### config.mk
export PLATFORM = sky130hd
export DESIGN_NAME = priv_vec_unit
export DESIGN_NICKNAME = d
export VERILOG_FILES = /design/src/rtl/priv_vec_pkg.sv /design/src/rtl/priv_check.sv /design/src/rtl/vbase_reg.sv /design/src/rtl/vec_addr.sv /design/src/rtl/trap_hold.sv /design/src/rtl/priv_vec_unit.sv
export SDC_FILE = /design/constraint.sdc
export NUM_CORES = 1
export LEC_CHECK = 0
export ABC_AREA = 0
export BUFFER_PORTS_ARGS = -buffer_cell sky130_fd_sc_hd__clkbuf_2
export CORE_MARGIN = 3
export CORE_UTILIZATION = 35
export DETAILED_ROUTE_END_ITERATION = 16
export GPL_TIMING_DRIVEN = 0
export MAX_ROUTING_LAYER = met4
export SYNTH_ARGS = -nofsm -noshare
export SYNTH_HDL_FRONTEND = slang
export SYNTH_SLANG_ARGS = --single-unit
### constraint.sdc
create_clock -name clk_i -period 3 [get_ports clk_i]
set_clock_uncertainty 0.15 [all_clocks]
set_input_delay 0.45 -clock clk_i [delete_from_list [all_inputs] [get_ports clk_i]]
set_output_delay 0.45 -clock clk_i [all_outputs]
set_load 0.05 [all_outputs]
### src/rtl/priv_vec_pkg.sv
package priv_vec_pkg;
  localparam int unsigned ADDR_W = 32;
  localparam int unsigned VEC_W  = 8;
  localparam int unsigned CLS_W  = 2;

  typedef enum logic [CLS_W-1:0] {
    CLS_OTHER   = 2'd0,
    CLS_SR_READ = 2'd1,
    CLS_CC_READ = 2'd2,
    CLS_SPARE   = 2'd3
  } instr_cls_e;
endpackage

### src/rtl/priv_check.sv
module priv_check
  import priv_vec_pkg::*;
#(
  parameter int unsigned VW       = VEC_W,
  parameter int unsigned PRIV_VEC = 8
) (
  input  logic          valid_i,
  input  instr_cls_e    cls_i,
  input  logic          super_i,
  input  logic          vb_wr_i,
  input  logic          exc_req_i,
  input  logic [VW-1:0] exc_vec_i,
  output logic          req_o,
  output logic          viol_o,
  output logic [VW-1:0] vec_o
);
  localparam logic [VW-1:0] PV = VW'(PRIV_VEC);

  logic sr_viol, vb_viol;

  always_comb begin
    sr_viol = valid_i && (cls_i == CLS_SR_READ) && !super_i;
    vb_viol = vb_wr_i && !super_i;
    viol_o  = sr_viol || vb_viol;
    req_o   = viol_o || exc_req_i;
    // violation outranks a core exception in the same cycle
    vec_o   = viol_o ? PV : exc_vec_i;
  end

  always_comb begin
    if (valid_i && (cls_i == CLS_CC_READ) && !vb_wr_i) begin
      AST_CC_READ_FREE: assert (!viol_o);
    end
  end
endmodule

### src/rtl/vbase_reg.sv
module vbase_reg #(
  parameter int unsigned AW = 32
) (
  input  logic          clk_i,
  input  logic          rst_ni,
  input  logic          wr_i,
  input  logic          super_i,
  input  logic [AW-1:0] wdata_i,
  output logic [AW-1:0] base_o
);
  logic [AW-1:0] base_q;

  always_ff @(posedge clk_i or negedge rst_ni) begin
    if (!rst_ni)               base_q <= '0;
    else if (wr_i && super_i)  base_q <= wdata_i;
  end

  assign base_o = base_q;

  AST_USER_WR_KEEP: assert property (@(posedge clk_i) disable iff (!rst_ni)
    wr_i && !super_i |=> $stable(base_q));
  AST_SUP_WR_LOAD: assert property (@(posedge clk_i) disable iff (!rst_ni)
    wr_i && super_i |=> base_q == $past(wdata_i));
endmodule

### src/rtl/vec_addr.sv
module vec_addr #(
  parameter int unsigned AW    = 32,
  parameter int unsigned VW    = 8,
  parameter int unsigned SHIFT = 2
) (
  input  logic [AW-1:0] base_i,
  input  logic [VW-1:0] vec_i,
  output logic [AW-1:0] addr_o
);
  localparam int unsigned OFF_W = VW + SHIFT;

  logic [OFF_W-1:0] off;

  generate
    if (SHIFT == 0) begin : g_noshift
      assign off = vec_i;
    end else begin : g_shift
      assign off = {vec_i, {SHIFT{1'b0}}};
    end
  endgenerate

  assign addr_o = base_i + AW'(off);
endmodule

### src/rtl/trap_hold.sv
module trap_hold #(
  parameter int unsigned AW = 32,
  parameter int unsigned VW = 8
) (
  input  logic          clk_i,
  input  logic          rst_ni,
  input  logic          req_i,
  input  logic [VW-1:0] vec_i,
  input  logic [AW-1:0] addr_i,
  input  logic [AW-1:0] pc_i,
  input  logic          ack_i,
  output logic          trap_o,
  output logic [VW-1:0] vec_o,
  output logic [AW-1:0] addr_o,
  output logic [AW-1:0] pc_o
);
  logic          pend_q;
  logic [VW-1:0] vec_q;
  logic [AW-1:0] addr_q, pc_q;

  always_ff @(posedge clk_i or negedge rst_ni) begin
    if (!rst_ni) begin
      pend_q <= 1'b0;
      vec_q  <= '0;
      addr_q <= '0;
      pc_q   <= '0;
    end else if (pend_q) begin
      if (ack_i) pend_q <= 1'b0;
    end else if (req_i) begin
      pend_q <= 1'b1;
      vec_q  <= vec_i;
      addr_q <= addr_i;
      pc_q   <= pc_i;
    end
  end

  assign trap_o = pend_q;
  assign vec_o  = vec_q;
  assign addr_o = addr_q;
  assign pc_o   = pc_q;

  AST_HOLD_STABLE: assert property (@(posedge clk_i) disable iff (!rst_ni)
    pend_q && !ack_i |=> pend_q && $stable(vec_q) && $stable(addr_q) && $stable(pc_q));
  AST_ACK_CLEARS: assert property (@(posedge clk_i) disable iff (!rst_ni)
    pend_q && ack_i |=> !pend_q);
  AST_PC_CAPTURE: assert property (@(posedge clk_i) disable iff (!rst_ni)
    !pend_q && req_i |=> pend_q && pc_q == $past(pc_i));
endmodule

### src/rtl/priv_vec_unit.sv
module priv_vec_unit
  import priv_vec_pkg::*;
#(
  parameter int unsigned AW       = ADDR_W,
  parameter int unsigned VW       = VEC_W,
  parameter int unsigned PRIV_VEC = 8
) (
  input  logic          clk_i,
  input  logic          rst_ni,
  input  logic          instr_valid_i,
  input  logic [1:0]    instr_class_i,
  input  logic [AW-1:0] instr_pc_i,
  input  logic          super_i,
  input  logic          exc_req_i,
  input  logic [VW-1:0] exc_vec_i,
  input  logic          vb_wr_i,
  input  logic [AW-1:0] vb_wdata_i,
  input  logic          trap_ack_i,
  output logic          trap_o,
  output logic [VW-1:0] trap_vec_o,
  output logic [AW-1:0] trap_addr_o,
  output logic [AW-1:0] fault_pc_o
);
  logic          req, viol;
  logic [VW-1:0] req_vec;
  logic [AW-1:0] base, req_addr;
  instr_cls_e    cls;

  assign cls = instr_cls_e'(instr_class_i);

  priv_check #(.VW(VW), .PRIV_VEC(PRIV_VEC)) u_check (
    .valid_i   (instr_valid_i),
    .cls_i     (cls),
    .super_i   (super_i),
    .vb_wr_i   (vb_wr_i),
    .exc_req_i (exc_req_i),
    .exc_vec_i (exc_vec_i),
    .req_o     (req),
    .viol_o    (viol),
    .vec_o     (req_vec)
  );

  vbase_reg #(.AW(AW)) u_vbase (
    .clk_i   (clk_i),
    .rst_ni  (rst_ni),
    .wr_i    (vb_wr_i),
    .super_i (super_i),
    .wdata_i (vb_wdata_i),
    .base_o  (base)
  );

  vec_addr #(.AW(AW), .VW(VW), .SHIFT(2)) u_addr (
    .base_i (base),
    .vec_i  (req_vec),
    .addr_o (req_addr)
  );

  trap_hold #(.AW(AW), .VW(VW)) u_hold (
    .clk_i  (clk_i),
    .rst_ni (rst_ni),
    .req_i  (req),
    .vec_i  (req_vec),
    .addr_i (req_addr),
    .pc_i   (instr_pc_i),
    .ack_i  (trap_ack_i),
    .trap_o (trap_o),
    .vec_o  (trap_vec_o),
    .addr_o (trap_addr_o),
    .pc_o   (fault_pc_o)
  );

  AST_USER_SR_TRAP: assert property (@(posedge clk_i) disable iff (!rst_ni)
    !trap_o && instr_valid_i && instr_class_i == 2'd1 && !super_i
    |=> trap_o && trap_vec_o == VW'(PRIV_VEC));
  AST_VIOL_WINS: assert property (@(posedge clk_i) disable iff (!rst_ni)
    !trap_o && viol && exc_req_i |=> trap_vec_o == VW'(PRIV_VEC));
  AST_EXC_VEC: assert property (@(posedge clk_i) disable iff (!rst_ni)
    !trap_o && exc_req_i && !viol |=> trap_o && trap_vec_o == $past(exc_vec_i));
  AST_ADDR_FORM: assert property (@(posedge clk_i) disable iff (!rst_ni)
    !trap_o && req |=> trap_addr_o == $past(base) + (AW'(trap_vec_o) << 2));
endmodule

==> report_table.html <==
<table>
<tr><th>Metric</th><th>Value</th></tr>
<tr><th colspan="2">Status</th></tr>
<tr><td>Status</td><td>completed</td></tr>
<tr><th colspan="2">Layout</th></tr>
<tr><td>Ant. Diodes</td><td>0</td></tr>
<tr><td>Commonest non-fill, non-tap cell in the layout</td><td>sky130_fd_sc_hd__clkbuf_2</td></tr>
<tr><td>End-of-flow core utilization</td><td>0.460</td></tr>
<tr><td>Fillcell total</td><td>approximately 1.3k</td></tr>
<tr><td>Area grow syn2layout</td><td>27.7%</td></tr>
<tr><td>Nets</td><td>714</td></tr>
<tr><td>Fraction of final layout cells with drive strength greater than 1</td><td>0.359</td></tr>
<tr><td>Register cell area after layout</td><td>~2600 sq um</td></tr>
<tr><td>Combined area of the multi-input logic cells</td><td>about 2100 sq um</td></tr>
<tr><td>Top library cells by usage in the layout, fill and taps aside</td><td>152 x sky130_fd_sc_hd__clkbuf_2, 142 x sky130_fd_sc_hd__nand2_1, 105 x sky130_fd_sc_hd__dfrtp_1</td></tr>
<tr><th colspan="2">Synthesis</th></tr>
<tr><td>Async set or reset register ratio after synthesis</td><td>1.00</td></tr>
<tr><td>Xor/xnor cell area share of the yosys netlist</td><td>0.0473</td></tr>
<tr><td>Dominant register cell in the synthesized netlist</td><td>sky130_fd_sc_hd__dfrtp_1</td></tr>
<tr><td>Mux cell area share after synthesis</td><td>0.0913</td></tr>
<tr><td>Largest family of logic cells by synthesized area</td><td>simple AND/OR/NAND/NOR gates</td></tr>
<tr><td>Simple-gate share of the synthesized area</td><td>0.169</td></tr>
<tr><td>Warnings, synthesis</td><td>0</td></tr>
<tr><td>Synth Register Bits</td><td>105</td></tr>
<tr><td>Sequential-to-total area share from yosys stat</td><td>0.546</td></tr>
<tr><td>Synthesized netlist net count</td><td>549</td></tr>
<tr><td>Cell area after technology mapping</td><td>a little under 5000 sq um</td></tr>
<tr><td>Unique cell type count in the Yosys netlist</td><td>47</td></tr>
<tr><td>Number of flops mapped to enable cells by yosys</td><td>0</td></tr>
<tr><td>Area fraction in compound gates after synthesis</td><td>0.101</td></tr>
<tr><td>Number of standard cells after synthesis</td><td>~460</td></tr>
<tr><td>Adder-cell share of the synthesized area</td><td>0.0250</td></tr>
<tr><td>Post-Synthesis Mean Instance Area</td><td>about 10 sq um</td></tr>
<tr><th colspan="2">Drt</th></tr>
<tr><td>Wire length reported by the detailed router</td><td>~12000 microns</td></tr>
<tr><td>Per-cell routed wire length</td><td>15.3 microns</td></tr>
<tr><td>Via count</td><td>3881</td></tr>
<tr><td>Post-detailed-route count of antenna-violating nets</td><td>0</td></tr>
<tr><td>Iteration-0 DRC Markers</td><td>188</td></tr>
<tr><td>DRC errors left</td><td>0</td></tr>
<tr><td>1st-pass router iterations</td><td>4</td></tr>
<tr><td>Via density per instance</td><td>4.82</td></tr>
<tr><th colspan="2">Critical path</th></tr>
<tr><td>Slowest-stage cell, CP</td><td>sky130_fd_sc_hd__or4_1</td></tr>
<tr><td>Required time reported for the critical path endpoint</td><td>3.12 ns</td></tr>
<tr><td>Worst stage delay on the critical path</td><td>0.52 ns</td></tr>
<tr><td>Category of the critical setup timing path</td><td>input port to register</td></tr>
<tr><td>Worst path arrival time</td><td>2.95 ns</td></tr>
<tr><td>Endpoint class of the critical path</td><td>register</td></tr>
<tr><td>Worst Reg-to-Reg Cells</td><td>8</td></tr>
<tr><td>Worst path cell trace</td><td>clkbuf_2 &gt; nand2_1 &gt; nor2_1 &gt; o21bai_4 &gt; and2_1 &gt; ha_2 &gt; inv_1 &gt; fa_2 &gt; nand2b_4 &gt; a211oi_4 &gt; nor2_2 &gt; or4_1 &gt; a31oi_1</td></tr>
<tr><td>Highest fanout seen on the critical path</td><td>8</td></tr>
<tr><td>Setup slack of the most critical reg-to-reg path</td><td>0.53 ns</td></tr>
<tr><td>Startpoint of the worst-slack reg-to-reg timing path</td><td>u_vbase.base_o[2]</td></tr>
<tr><td>Reg-to-Reg End</td><td>u_hold.addr_o[28]</td></tr>
<tr><td>Sort of element at the start of the critical path</td><td>input port</td></tr>
<tr><th colspan="2">Timing</th></tr>
<tr><td>Number of setup violations in the final report</td><td>0</td></tr>
<tr><td>Final worst path period share</td><td>0.943</td></tr>
<tr><td>Final Max Slew Viols</td><td>0</td></tr>
<tr><td>Slew at the pin with the worst max-slew slack</td><td>about 0.99 ns</td></tr>
<tr><td>Maximum clock frequency</td><td>0.354 GHz</td></tr>
<tr><td>Minimum clock period after layout</td><td>2.83 ns</td></tr>
<tr><td>Final setup slack of the worst path</td><td>approximately 0.17 ns</td></tr>
<tr><td>Unrepaired setup endpoints after global routing</td><td>false</td></tr>
<tr><td>Final Hold Slack</td><td>0.00146 ns</td></tr>
<tr><td>Final Hold Violating Endpoints</td><td>0</td></tr>
<tr><td>Max transition margin</td><td>0.334</td></tr>
<tr><th colspan="2">Clock network</th></tr>
<tr><td>Clock insertion delay at the later pin of the skew report</td><td>0.35 ns</td></tr>
<tr><td>Clock tree from TritonCTS</td><td>done</td></tr>
<tr><td>Clock slew seen by the registers of the worst setup and hold paths</td><td>0.07 ns</td></tr>
<tr><td>CTS sink count</td><td>105</td></tr>
<tr><td>Max clock buf depth</td><td>2</td></tr>
<tr><td>TritonCTS Buffers</td><td>9</td></tr>
<tr><td>Root cell of the clock tree</td><td>sky130_fd_sc_hd__clkbuf_16</td></tr>
<tr><td>CTS HTree Levels</td><td>3</td></tr>
<tr><td>Hold-fix buffer count after cts</td><td>0</td></tr>
<tr><th colspan="2">Job</th></tr>
<tr><td>Number of max-cap violations</td><td>0</td></tr>
<tr><th colspan="2">Floorplanning</th></tr>
<tr><td>Total I/O pin count</td><td>around 150</td></tr>
<tr><td>X dimension of the die</td><td>approximately 120 microns</td></tr>
<tr><td>Y dimension of the die</td><td>roughly 120 microns</td></tr>
<tr><td>Area inside the core boundary</td><td>13300 sq um</td></tr>
<tr><td>Die footprint</td><td>15200 sq um</td></tr>
<tr><td>Starting density of the core</td><td>0.360</td></tr>
<tr><td>Core Rows</td><td>42</td></tr>
<tr><th colspan="2">Global route</th></tr>
<tr><td>Overall track demand over capacity in global routing</td><td>0.173</td></tr>
<tr><td>Antenna violations before repair</td><td>0</td></tr>
<tr><td>Via count of the first global-routing pass</td><td>3949</td></tr>
<tr><td>Global-route wire length before repair</td><td>19700 microns</td></tr>
<tr><td>Total overflow reported by the global router</td><td>0</td></tr>
<tr><td>Pin count of the biggest net entering global routing</td><td>between 100 and 150</td></tr>
<tr><th colspan="2">Placed design</th></tr>
<tr><td>Global placer's final weighted congestion</td><td>0.763</td></tr>
<tr><td>Post-Place Worst Slack</td><td>-0.604 ns</td></tr>
<tr><td>Count of input and output buffers</td><td>153</td></tr>
<tr><td>Detailed-placement wirelength estimate</td><td>9270 microns</td></tr>
<tr><th colspan="2">Min path</th></tr>
<tr><td>Worst min-delay path class</td><td>input port to asynchronous set/reset pin</td></tr>
<tr><th colspan="2">Power and ir drop</th></tr>
<tr><td>Pwr/cell area</td><td>862 nW/um^2</td></tr>
<tr><td>Leakage power</td><td>3.04 nW</td></tr>
<tr><td>Worst IR drop on VDD</td><td>roughly 320 uV</td></tr>
</table>
critical path: cells and delay by family:
kind	cells	cell delay, ns
compound gates	3	0.67
fa+ha+maj	2	0.55
simple gates	6	1.12
buf+inv	2	0.15
sequential cells by signal, indices dropped and copies added (netlist names):
register / cells
u_hold.addr_o: 32
u_hold.pc_o: 32
u_vbase.base_o: 32
u_hold.vec_o: 8
u_hold.trap_o: 1
synth_stat cells (all sizes together), types with 7 or more instances:
library cell	instances	area [sq um]
xnor2	11	96.3
buf	7	37.5
ha	8	100
nor2	8	32.5
nand2	142	533
o21ai	35	179
clkbuf	10	37.5
a211oi	7	65.1
mux2	39	439
dfrtp	105	2630
xor2	15	131
through the flow:
stage | power, W | instance area (sq um) | TNS (ns) | cells
after floorplan | 0.00354 | 4830 | 0 | 459
after global placement | 0.00410 | 5810 | -14.07 | 788
after detailed placement | 0.00414 | 5820 | -3.64 | 788
after CTS | 0.00536 | 6140 | 0 | 805
after global routing | 0.00560 | 6140 | 0 | 805
final | 0.00530 | 6140 | 0 | 805
worst max-delay path by stage:
stage / startpoint / end / slack [ns] / depth (start not counted)
floorplan: instr_class_i[0] / u_hold.addr_o[28] / 0.05 / 12
global placement: instr_class_i[0] / u_hold.addr_o[28] / -0.59 / 13
detailed placement: instr_class_i[0] / u_hold.addr_o[30] / -0.60 / 13
CTS: instr_class_i[0] / u_hold.addr_o[30] / 0.10 / 13
global route: instr_class_i[0] / u_hold.addr_o[28] / 0.002 / 13
finish: instr_class_i[0] / u_hold.addr_o[28] / 0.17 / 13
kinds of logic after synthesis:
logic type / Yosys count
flops: 105
xor+xnor: 26
mux: 39
compound gates: 73
simple gates: 184
fa+ha+maj: 9
buf+inv: 23
final cells by class:
cell class	instances	share of cell area
Sequential cell	105	0.428
Multi-Input combinational cell	331	0.343
Timing Repair Buffer	154	0.127
Clock buffer	10	0.0389
Tap cell	176	0.0359
Buffer	17	0.0122
Clock inverter	6	0.0110
Inverter	6	0.00367
metal layers:
layer | vias to the layer above | share of wire | track usage
li1 | 1903 | - | -
met1 | 1843 | 0.43 | 0.215
met2 | 122 | 0.49 | 0.285
met3 | 13 | 0.061 | 0.0384
met4 | 0 | 0.012 | 0.0519
met5 | - | 0 | -
repair_timing:
action                                  in CTS  in global routing
endpoints found under the setup margin       2                  1
resized for setup                            1                  0
pin swaps                                    1                  1
hold endpoints to repair                     0                  0
buffers inserted                             1                  0
power breakdown:
part	leakage [nW]	total, W	switching (W)	internal [W]
logic	1.62	0.00211	0.00159	0.000523
clock network	0.145	0.00120	0.000533	0.000671
registers	1.27	0.00198	0.000221	0.00176
total	3.04	0.00530	0.00234	0.00295
(Power assumes the default switching activity.)
